File: src/rtl/cfgsp_pkg.sv
package cfgsp_pkg;
  localparam int NWIN   = 7;
  localparam int WORD_W = 32;
  localparam int ROM_IX = NWIN - 1;

  localparam logic [31:0] IO_ADDR_M  = 32'hFFFF_FFFC;
  localparam logic [31:0] MEM_ADDR_M = 32'hFFFF_FFF0;
  localparam logic [31:0] ROM_ADDR_M = 32'hFFFF_F800;
  localparam logic [31:0] IO_MIN     = 32'd4;
  localparam logic [31:0] MEM_MIN    = 32'd16;
  localparam logic [31:0] ROM_MIN    = 32'h0000_0800;

  typedef struct packed {
    logic        valid;
    logic        io;
    logic [31:0] base;
    logic [31:0] size;
  } win_t;

  // Window slot owning a header word; 7 means none.
  function automatic logic [2:0] slot_of(int idx);
    if (idx >= 4 && idx <= 9) return 3'(idx - 4);
    else if (idx == 12)       return 3'(ROM_IX);
    else                      return 3'd7;
  endfunction

  function automatic logic qualifies(logic [31:0] d, logic [31:0] m);
    return ((d & m) != 32'd0) && ((d & m) != m);
  endfunction

  function automatic win_t decode(logic rom, logic [31:0] d, logic [31:0] m);
    win_t        w;
    logic [31:0] am;
    logic [31:0] mn;
    logic [31:0] len;
    w = '0;
    if (rom) begin
      if (!d[0]) return w;
      am = ROM_ADDR_M; mn = ROM_MIN;
    end else if (d[0]) begin
      am = IO_ADDR_M;  mn = IO_MIN; w.io = 1'b1;
    end else begin
      am = MEM_ADDR_M; mn = MEM_MIN;
    end
    len = ~(m & am) + 32'd1;
    if (len < mn) len = mn;
    w.valid = 1'b1;
    w.size  = len;
    w.base  = (d & am) & ~(len - 32'd1);
    return w;
  endfunction

  // Default word: window words come from the packed window vector.
  function automatic logic [31:0] dflt_word(int idx, logic [31:0] w0, logic [31:0] w1,
                                            logic [31:0] w15, logic [NWIN*32-1:0] wins);
    logic [2:0] s;
    s = slot_of(idx);
    if (s != 3'd7) return wins[32*s +: 32];
    case (idx)
      0:       return w0;
      1:       return w1;
      15:      return w15;
      default: return 32'd0;
    endcase
  endfunction
endpackage

File: src/rtl/cfgsp_store.sv
module cfgsp_store import cfgsp_pkg::*; #(
  parameter int                 ADDR_W    = 8,
  parameter logic [31:0]        ID_WORD   = 32'h0,
  parameter logic [31:0]        CMD_MASK  = 32'h3,
  parameter logic [31:0]        IRQ_RESET = 32'h0,
  parameter logic [31:0]        IRQ_MASK  = 32'h0,
  parameter logic [NWIN*32-1:0] BAR_RESET = '0,
  parameter logic [NWIN*32-1:0] BAR_MASK  = '0
) (
  input  logic              clk,
  input  logic              rst,
  input  logic              req,
  input  logic              we,
  input  logic [1:0]        size,
  input  logic [ADDR_W-1:0] addr,
  input  logic [31:0]       wdata,
  output logic              rvalid,
  output logic [31:0]       rdata,
  output logic              err,
  output logic [1:0]        cmd_bits,
  output logic              wr_fire,
  output logic              wr_full,
  output logic [2:0]        wr_slot,
  output logic [31:0]       wr_new
);
  localparam int WIDX_W = ADDR_W - 2;
  localparam int WORDS  = 1 << WIDX_W;

  logic [31:0]       mem_q [WORDS];
  logic [WIDX_W-1:0] widx;
  logic [1:0]        off;
  logic              misal;
  logic [31:0]       lane, smask, old_w, m_w, eff_m;

  assign widx  = addr[ADDR_W-1:2];
  assign off   = addr[1:0];
  assign misal = (size == 2'd3) || (size == 2'd1 && off[0]) || (size == 2'd2 && off != 2'd0);

  always_comb begin
    case (size)
      2'd0:    smask = 32'h0000_00FF;
      2'd1:    smask = 32'h0000_FFFF;
      default: smask = 32'hFFFF_FFFF;
    endcase
  end

  assign lane    = smask << {off, 3'b000};
  assign old_w   = mem_q[widx];
  assign m_w     = dflt_word(int'(widx), 32'd0, CMD_MASK, IRQ_MASK, BAR_MASK);
  assign eff_m   = m_w & lane;
  assign wr_new  = (old_w & ~eff_m) | ((wdata << {off, 3'b000}) & eff_m);
  assign wr_fire = req && we && !misal;
  assign wr_full = (size == 2'd2);
  assign wr_slot = slot_of(int'(widx));
  assign cmd_bits = mem_q[1][1:0];

  always_ff @(posedge clk) begin
    if (rst) begin
      for (int i = 0; i < WORDS; i++)
        mem_q[i] <= dflt_word(i, ID_WORD, 32'd0, IRQ_RESET, BAR_RESET);
    end else if (wr_fire) begin
      mem_q[widx] <= wr_new;
    end
  end

  always_ff @(posedge clk) begin
    if (rst) begin
      rvalid <= 1'b0;
      err    <= 1'b0;
      rdata  <= '0;
    end else begin
      rvalid <= req && !we;
      err    <= req && misal;
      rdata  <= (req && !we && !misal) ? ((old_w >> {off, 3'b000}) & smask) : 32'd0;
    end
  end

  AST_RO_HOLD: assert property (@(posedge clk) disable iff (rst)
    wr_fire |=> (((mem_q[$past(widx)] ^ $past(old_w)) & ~$past(m_w)) == 32'd0));
  AST_ERR_ZERO: assert property (@(posedge clk) disable iff (rst)
    (err && rvalid) |-> (rdata == 32'd0));
endmodule

File: src/rtl/cfgsp_bar_dec.sv
module cfgsp_bar_dec import cfgsp_pkg::*; #(
  parameter logic [NWIN*32-1:0] BAR_RESET = '0,
  parameter logic [NWIN*32-1:0] BAR_MASK  = '0
) (
  input  logic               clk,
  input  logic               rst,
  input  logic               wr_fire,
  input  logic               wr_full,
  input  logic [2:0]         wr_slot,
  input  logic [31:0]        wr_data,
  input  logic [31:0]        wr_new,
  output logic [NWIN-1:0]    win_valid,
  output logic [NWIN-1:0]    win_io,
  output logic [NWIN*32-1:0] win_base,
  output logic [NWIN*32-1:0] win_size
);
  for (genvar g = 0; g < NWIN; g++) begin : g_win
    localparam logic [31:0] M   = BAR_MASK[g*32 +: 32];
    localparam logic [31:0] R   = BAR_RESET[g*32 +: 32];
    localparam logic        ROM = (g == ROM_IX);
    win_t w_q;
    logic hit;

    assign hit = wr_fire && (wr_slot == 3'(g));

    always_ff @(posedge clk) begin
      if (rst)
        w_q <= qualifies(R, M) ? decode(ROM, R, M) : '0;
      else if (hit && wr_full && qualifies(wr_data, M))
        w_q <= decode(ROM, wr_new, M);
    end

    assign win_valid[g]         = w_q.valid;
    assign win_io[g]            = w_q.io;
    assign win_base[g*32 +: 32] = w_q.base;
    assign win_size[g*32 +: 32] = w_q.size;

    AST_BASE_ALIGNED: assert property (@(posedge clk) disable iff (rst)
      w_q.valid |-> ((w_q.base & (w_q.size - 32'd1)) == 32'd0));
    AST_MIN_SIZE: assert property (@(posedge clk) disable iff (rst)
      w_q.valid |-> (w_q.size >= (w_q.io ? IO_MIN : (ROM ? ROM_MIN : MEM_MIN))));
    AST_PROBE_HOLD: assert property (@(posedge clk) disable iff (rst)
      (hit && wr_full && ((wr_data & M) == M)) |=> $stable(w_q));
    AST_SUBWORD_HOLD: assert property (@(posedge clk) disable iff (rst)
      (hit && !wr_full) |=> $stable(w_q));
    if (g == ROM_IX) begin : g_rom
      AST_ROM_IS_MEM: assert property (@(posedge clk) disable iff (rst)
        w_q.valid |-> !w_q.io);
    end
  end
endmodule

File: src/rtl/cfgsp_gate.sv
module cfgsp_gate import cfgsp_pkg::*; #(
  parameter int BW = 3,
  parameter int DW = 32
) (
  input  logic            clk,
  input  logic            rst,
  input  logic            acc_req,
  input  logic            acc_we,
  input  logic [BW-1:0]   acc_bar,
  input  logic [DW-1:0]   acc_wdata,
  input  logic [1:0]      cmd_bits,
  input  logic [NWIN-1:0] win_io,
  output logic            tgt_valid,
  output logic            tgt_we,
  output logic [BW-1:0]   tgt_bar,
  output logic [DW-1:0]   tgt_wdata,
  input  logic [DW-1:0]   tgt_rdata,
  output logic            acc_rvalid,
  output logic [DW-1:0]   acc_rdata
);
  localparam int NSLOT = 1 << BW;

  logic [NSLOT-1:0] io_pad;
  logic             in_range, is_io, allow;
  logic             rd_pend, rd_ok, io_q;

  assign io_pad   = {{(NSLOT-NWIN){1'b0}}, win_io};
  assign in_range = (int'(acc_bar) < NWIN);
  assign is_io    = in_range && io_pad[acc_bar];
  assign allow    = in_range && (is_io ? cmd_bits[0] : cmd_bits[1]);

  always_ff @(posedge clk) begin
    if (rst) begin
      tgt_valid  <= 1'b0;
      tgt_we     <= 1'b0;
      tgt_bar    <= '0;
      tgt_wdata  <= '0;
      rd_pend    <= 1'b0;
      rd_ok      <= 1'b0;
      io_q       <= 1'b0;
      acc_rvalid <= 1'b0;
      acc_rdata  <= '0;
    end else begin
      tgt_valid  <= acc_req && allow;
      tgt_we     <= acc_we;
      tgt_bar    <= acc_bar;
      tgt_wdata  <= acc_wdata;
      rd_pend    <= acc_req && !acc_we;
      rd_ok      <= allow;
      io_q       <= is_io;
      acc_rvalid <= rd_pend;
      acc_rdata  <= (rd_pend && rd_ok) ? tgt_rdata : '0;
    end
  end

  AST_IO_GATE: assert property (@(posedge clk) disable iff (rst)
    (tgt_valid && io_q) |-> $past(cmd_bits[0]));
  AST_MEM_GATE: assert property (@(posedge clk) disable iff (rst)
    (tgt_valid && !io_q) |-> $past(cmd_bits[1]));
  AST_BLOCK_ZERO: assert property (@(posedge clk) disable iff (rst)
    (rd_pend && !rd_ok) |=> (acc_rvalid && acc_rdata == '0));
endmodule

File: src/rtl/cfg_space_bar.sv
module cfg_space_bar import cfgsp_pkg::*; #(
  parameter int                 ADDR_W    = 8,
  parameter int                 BW        = 3,
  parameter logic [31:0]        ID_WORD   = 32'hBEEF_1AB0,
  parameter logic [31:0]        CMD_MASK  = 32'h0000_0003,
  parameter logic [31:0]        IRQ_RESET = 32'h0000_01FF,
  parameter logic [31:0]        IRQ_MASK  = 32'h0000_00FF,
  parameter logic [NWIN*32-1:0] BAR_MASK  = {32'hFFFF_0001, 32'h0000_0000, 32'hFFFF_FFF0,
                                             32'hFFFF_FFFC, 32'hFFF0_0000, 32'hFFFF_F000,
                                             32'hFFFF_FF00},
  parameter logic [NWIN*32-1:0] BAR_RESET = {32'h0, 32'h0, 32'h0, 32'h0000_0001,
                                             32'h0, 32'h8000_0000, 32'h0000_0001}
) (
  input  logic               clk,
  input  logic               rst,
  input  logic               cfg_req,
  input  logic               cfg_we,
  input  logic [1:0]         cfg_size,
  input  logic [ADDR_W-1:0]  cfg_addr,
  input  logic [31:0]        cfg_wdata,
  output logic               cfg_rvalid,
  output logic [31:0]        cfg_rdata,
  output logic               cfg_err,
  output logic [NWIN-1:0]    win_valid,
  output logic [NWIN-1:0]    win_io,
  output logic [NWIN*32-1:0] win_base,
  output logic [NWIN*32-1:0] win_size,
  input  logic               acc_req,
  input  logic               acc_we,
  input  logic [BW-1:0]      acc_bar,
  input  logic [31:0]        acc_wdata,
  output logic               acc_rvalid,
  output logic [31:0]        acc_rdata,
  output logic               tgt_valid,
  output logic               tgt_we,
  output logic [BW-1:0]      tgt_bar,
  output logic [31:0]        tgt_wdata,
  input  logic [31:0]        tgt_rdata
);
  logic [1:0]  cmd_bits;
  logic        wr_fire, wr_full;
  logic [2:0]  wr_slot;
  logic [31:0] wr_new;

  cfgsp_store #(
    .ADDR_W(ADDR_W), .ID_WORD(ID_WORD), .CMD_MASK(CMD_MASK), .IRQ_RESET(IRQ_RESET),
    .IRQ_MASK(IRQ_MASK), .BAR_RESET(BAR_RESET), .BAR_MASK(BAR_MASK)
  ) u_store (
    .clk(clk), .rst(rst), .req(cfg_req), .we(cfg_we), .size(cfg_size), .addr(cfg_addr),
    .wdata(cfg_wdata), .rvalid(cfg_rvalid), .rdata(cfg_rdata), .err(cfg_err),
    .cmd_bits(cmd_bits), .wr_fire(wr_fire), .wr_full(wr_full), .wr_slot(wr_slot),
    .wr_new(wr_new)
  );

  cfgsp_bar_dec #(.BAR_RESET(BAR_RESET), .BAR_MASK(BAR_MASK)) u_dec (
    .clk(clk), .rst(rst), .wr_fire(wr_fire), .wr_full(wr_full), .wr_slot(wr_slot),
    .wr_data(cfg_wdata), .wr_new(wr_new), .win_valid(win_valid), .win_io(win_io),
    .win_base(win_base), .win_size(win_size)
  );

  cfgsp_gate #(.BW(BW), .DW(32)) u_gate (
    .clk(clk), .rst(rst), .acc_req(acc_req), .acc_we(acc_we), .acc_bar(acc_bar),
    .acc_wdata(acc_wdata), .cmd_bits(cmd_bits), .win_io(win_io), .tgt_valid(tgt_valid),
    .tgt_we(tgt_we), .tgt_bar(tgt_bar), .tgt_wdata(tgt_wdata), .tgt_rdata(tgt_rdata),
    .acc_rvalid(acc_rvalid), .acc_rdata(acc_rdata)
  );
endmodule

File: config.mk
export PLATFORM = sky130hd
export DESIGN_NAME = cfg_space_bar
export DESIGN_NICKNAME = d
export VERILOG_FILES = /design/src/rtl/cfgsp_pkg.sv /design/src/rtl/cfgsp_store.sv /design/src/rtl/cfgsp_bar_dec.sv /design/src/rtl/cfgsp_gate.sv /design/src/rtl/cfg_space_bar.sv
export SDC_FILE = /design/constraint.sdc
export NUM_CORES = 2
export LEC_CHECK = 0
export ABC_AREA = 1
export BUFFER_PORTS_ARGS = -buffer_cell sky130_fd_sc_hd__buf_2
export CAP_MARGIN = 25
export CORE_AREA = 2 2 532 666
export DETAILED_ROUTE_END_ITERATION = 10
export DIE_AREA = 0 0 534 668
export PLACE_DENSITY = 0.54
export SLEW_MARGIN = 5
export SYNTH_ARGS = -nofsm -noshare
export SYNTH_HDL_FRONTEND = slang
export SYNTH_SLANG_ARGS = --single-unit
File: constraint.sdc
create_clock -name clk -period 8 [get_ports clk]
set_input_delay 0.8 -clock clk [delete_from_list [all_inputs] [get_ports clk]]
set_output_delay 0.8 -clock clk [all_outputs]
set_load 0.1 [all_outputs]
Word level (Yosys, flattened, before mapping):

Memory sizes are Yosys's and may differ from the RTL's.
Index checks and enable logic that the tools add are counted.

* output and inout port bits: 566
* memories kept: 1
* bits in writable memories: 2048
* register bits: 501
* logic and storage cells: 308
* input port bits: 115

Memories
* u_store.mem_q: words 64, bits a word 32, read ports 2, clocked after Yosys merged registers in 0, wr ports 64, RTL line cfgsp_store.sv:29 `logic [31:0] mem_q [WORDS];`

* equal/unequal tests: 26
* bitwise gates (word level): 32
* muxes and demuxes: 126
* reduce and logical (&&, ||, !) cells: 54
* shifts and indexed selects: 12
* magnitude comparators: 10
* $add $sub $neg: 13

Operators by type and width (number)
* two-way mux 32 bit: 76
* variable part select 224 x 9 -> 32 bit, first input constant: 9
* AND 32 bit: 16
* NOT 32 bit: 13
* adder 32 x 1 -> 32 bit, second input constant: 6
* less-than comparator 32 bit: 6
* nonzero test 32 bit: 6
* subtractor 32 x 1 -> 32 bit, second input constant: 6
* two-way mux 66 bit: 2
* one-hot mux 32 bit (2 select lines): 1
* << shifter 32 x 5 -> 32 bit: 2
* logical AND 1 bit: 37
* two-way mux 1 bit: 33
* OR 32 bit: 1
* OR reduction 32 bit: 1
* >> shifter 32 x 5 -> 32 bit: 1
* inequality test 30 bit, second input constant: 1
* inequality test 28 bit, second input constant: 1
* two-way mux 3 bit: 9
* inequality test 3 bit, second input constant: 9
* inequality test 24 bit, second input constant: 1
* inequality test 20 bit, second input constant: 1
* inequality test 17 bit, second input constant: 1
* one-hot mux 8 bit (2 select lines): 1
* 25 further kinds: 33

Longest topological paths before layout:

* word-level depth: 27
* mapped depth: 20
* gate-level depth less buffers: 15

Modules after synthesis:

From an unflattened synthesis, not the netlist that was laid out.

* cell total of the unflattened synthesis: 12457
* area, all modules: 109247.3 um^2

Modules (own cells, without submodules)
* cfgsp_store: cells an instance 10896, seq. area each 62179.6 um^2, area each 98097.8 um^2, times used 1
* cfgsp_bar_dec: cells an instance 1312, seq. area each 2822.7 um^2, area each 9009.9 um^2, times used 1
* cfgsp_gate: cells an instance 249, seq. area each 1441.4 um^2, area each 2139.6 um^2, times used 1

Worst setup path before layout:

No wires, ideal clock.

* path kind: input port to flip-flop
* from: input cfg_addr[2]
* to: memory u_store.mem_q[5][0] (enable)
* path slack: 4507 ps
* arrival: 3104 ps
* cell stages on the path: 11
* path buffers: 5
* library setup time: 389 ps
* data required time: 7611 ps
* cells stage by stage: buf_6 inv_4 nor2_4 buf_2 buf_4 buf_2 inv_1 nor3_2 nand2_1 clkbuf_1 nand2_1

RTL lines
* start, declared: RTL line cfg_space_bar.sv:19 `input logic [ADDR_W-1:0] cfg_addr,`
* end, declared: RTL line cfgsp_store.sv:29

==> summary.txt <==
Run status
  • Status: complete, no violations

Logic synthesis
  • Post-synth top area share: 58.8%
  • Distinct cells, synth: 41
  • Synth Area in Adders: 0%
  • XOR/XNOR Fraction of Synth Area: 0%
  • Synthesized area per cell: about 9.2 um2
  • Top post-synthesis cells by area: edfxtp_1, nand2_1, nor2_1, dfxtp_1, nand3_1
  • Simple-Gate Fraction of Synth Area: between 20% and 30%
  • Top_reg_cell synth: edfxtp_1
  • Cells after synthesis: 11.4k
  • Mapped Area: 105000 um2
  • Synth async-reset ratio: 0%
  • Post-synthesis mux area share: 0.0191%
  • EDFF count, synth: 2048
  • Post-synthesis compound-gate area fraction: under 10%
  • Synth Register Bits: around 2.3k
  • Seq/Total Area, Yosys: 63.5%
  • Top cell type by total area after synthesis: edfxtp_1
  • Largest family of logic cells by synthesized area: simple AND/OR/NAND/NOR gates
  • Synth warn: 0

Global routing
  • GR met2 Demand/Resource: 34.5%
  • Routing usage on met1: 26.2%
  • First-pass GRT wire length: 545000 um
  • Initial antenna violation count: 18
  • All-layer global routing usage: 20.9%
  • Top Usage Layer GRT: met2
  • Largest net degree at the start of global routing: 117
  • Met3 Usage GRT: roughly 3.4%
  • Total grt overflow: 0
  • Vias in the first global route: 74.6k

Placed design
  • Placer Congestion: 0.913
  • Placed Cells: 15.8k
  • DP HPWL: 229000 um
  • Port buffer count: 364

CTS
  • Cts bufs inserted: approximately 230
  • Clk_lat worst skew: 0.94 ns
  • Clock Sinks: 2295
  • Setup Fix Bufs, Post-CTS: 0
  • H-Tree Level Count: 4
  • Clk slew on worst S/H paths: around 0.06 ns
  • CTS root buf: clkbuf_16
  • CTS tree: done
  • Clk buf depth: 4

Power
  • Seq pwr share: 48.8%
  • Clk pwr share: 38.1%
  • Power density over cell area: 236 nW/um2
  • Peak supply drop: 0.205 mV
  • LEAKAGE: between 0.04 and 0.05 uW
  • Internal: 19700 uW
  • Combinational Power Share: between 10% and 20%
  • Switching part of the total power: 28.8%
  • Switch Pwr: 7930 uW

Worst setup path
  • Critical path arrival: 5.74 ns
  • R2R Path Start: u_store.mem_q[2][11]
  • R2R Setup Slk: 3.79 ns
  • CP Capture Type: flip-flop
  • Startpoint Class: primary input
  • Worst R2R Path Depth: 13
  • Critical path class: in -> reg
  • Origin of the worst setup path: cfg_addr[2]
  • Peak fanout along the critical path: 94
  • Crit path capture: u_store.mem_q[44][25]
  • CP required: 8.70 ns
  • RR Endpoint: u_store.mem_q[0][11]

Timing
  • Slew margin rel.: between 20% and 30%
  • Endpoints failing hold: 0
  • Fmax: 198 MHz
  • Final TNS setup: 0 ns
  • Period utilization: between 60 and 70%
  • RSZ-0062 raised after global routing: no
  • Worst-Margin Slew: 1.13 ns
  • Clk_skew: ~0.11 ns
  • Final setup viols: 0
  • Max-slew violations: 0
  • Period minus WS final: 5.04 ns

Cells and area
  • Nets: 11.5k
  • Final std cells w/o fill: between 15k and 20k
  • Share of layout cells above drive strength 1: 8.93%
  • Area grow syn2layout: 12.0%

Die
  • Core area: 350000 um2
  • Io pins: 681
  • Die Y: 668 um
  • Initial core utilization: 29.9%
  • Die area: 357000 um2
  • Core Rows: ~240
  • Die Width: 534 um

Routing
  • Post-Route WL: 384000 um
  • Antenna Nets Post-Route: 0
  • Initial DRC Count: 9068
  • Vias/cell: a little under 5
  • 1st-pass router iterations: 8
  • Via count: 79.8k
  • WL/cell: ~24 um
  • DRC Markers: 0

Min path
  • WHS Path Cells: 3
  • Worst min path class: in -> reg

Run
  • MaxCap Viol Count: 0
[repair_timing]
item                                    in CTS  in global routing
endpoints found under the hold margin        5                  0
endpoints found under the setup margin       0                  0
hold buffers                                 5                  0
gates resized for setup                      0                  0
[critical path, cell delays in order]
cell	delay, ns
buf_8	0.42
inv_16	0.28
nor2_4	0.62
buf_12	0.34
buf_4	0.37
nand2_1	0.10
nand2_1	0.10
o21ai_0	0.19
nand2_1	0.16
nor2_1	0.05
nor2_1	0.42
nor2_1	0.30
nand3_1	0.22
nand2_4	0.49
buf_4	0.48
nor2_1	0.12
[routing by layer]
metal	up-vias	wire length [um]
li1	35900	-
met3	741	32400
met4	10	21700
met2	4045	181000
met5	-	68
met1	39100	149000
[power by group through the flow]
| stage | clock network (uW) | logic, uW | registers [uW] |
|---|---|---|---|
| floorplan | 0 | 2280 | 13800 |
| global placement | 0 | 3540 | 13700 |
| detailed placement | 0 | 3550 | 13700 |
| CTS | 10600 | 3560 | 13500 |
| global route | 11000 | 3730 | 13500 |
| finish | 10500 | 3600 | 13500 |
[cell families (layout without fill, tap and decap cells)]
logic type | after synthesis | in the layout
AOI/OAI and AO/OA | 723 | 723
buffers and inverters | 1788 | 1697
DFF | 2295 | 2295
muxes | 2 | 2
other | 2 | 327
and+or+nand+nor | 6568 | 6568
[state kept, by name (all words and copies together) (netlist names), 3 cells and up]
name and cells:
u_gate.tgt_wdata 32, u_dec.win_base 130, u_store.mem_q 2048, u_dec.win_size 4, u_gate.tgt_bar 3, u_dec.win_io 4, u_dec.win_valid 3, u_store.rdata 32
u_gate.acc_rdata 32
[cell usage in the layout, fill, tap and decap left out, drive strengths merged, types with 2 or more instances in the layout]
cell,n
edfxtp,2048
o21a,8
nor4,2
inv,634
nor3,20
dfxtp,247
o221ai,5
clkinv,87
a221oi,3
bufinv,8
buf,649
clkinvlp,9
clkbuf,305
nand3,627
nor2,2817
dlygate4sd3,5
conb,316
o21ai,417
diode,11
nand4,9
a21oi,272
o211ai,6
mux2i,2
o22ai,6
a22oi,3
nand2,3092
[cell usage after synthesis (14+ instances only)]
library cell / number
a21oi_1: 271
buf_4: 402
nand3_1: 626
inv_2: 14
dfxtp_1: 247
clkbuf_1: 323
nor2_1: 2805
inv_1: 614
o21ai_0: 358
buf_1: 34
nor3_1: 14
nand2_1: 3090
edfxtp_1: 2048
o21ai_1: 53
buf_2: 387
[area by class of cell]
type | count | area (um2)
sequential | 2295 | 66400
multi-input combinational | 7609 | 30800
timing repair buffer | 654 | 4540
fill | 35700 | 233000
antenna | 11 | 27.5
tap | 4655 | 5820
clock inverter | 108 | 738
inverter | 630 | 2400
clock buffer | 305 | 6310
[per-stage QoR]
stage | utilization (%) | setup WS, ns | total power (uW) | area (um2) | hold slack, ns
2_1_floorplan | - | 4.51 | 16100 | 106000 | 0.400
3_3_place_gp | 31.4 | 2.12 | 17200 | 110000 | 0.435
3_5_place_dp | 31.4 | 2.11 | 17300 | 110000 | 0.444
4_1_cts | 33.4 | 3.05 | 27600 | 117000 | 0.00413
5_1_grt | 33.5 | 2.91 | 28200 | 117000 | 0.0423
6_report | 33.5 | 2.96 | 27600 | 117000 | 0.0639
[worst min path at each step]
stage / slack [ns] / endpoint / startpoint
2_1_floorplan: 0.40 / u_gate.acc_rvalid / u_gate.rd_pend
3_3_place_gp: 0.44 / u_gate.acc_rvalid / u_gate.rd_pend
3_5_place_dp: 0.44 / u_gate.acc_rvalid / u_gate.rd_pend
4_1_cts: 0.004 / u_gate.tgt_wdata[3] / acc_wdata[3]
5_1_grt: 0.04 / u_gate.tgt_wdata[0] / acc_wdata[0]
6_report: 0.06 / u_gate.tgt_wdata[22] / acc_wdata[22]
No activity file was read; power rests on OpenSTA's default activity.
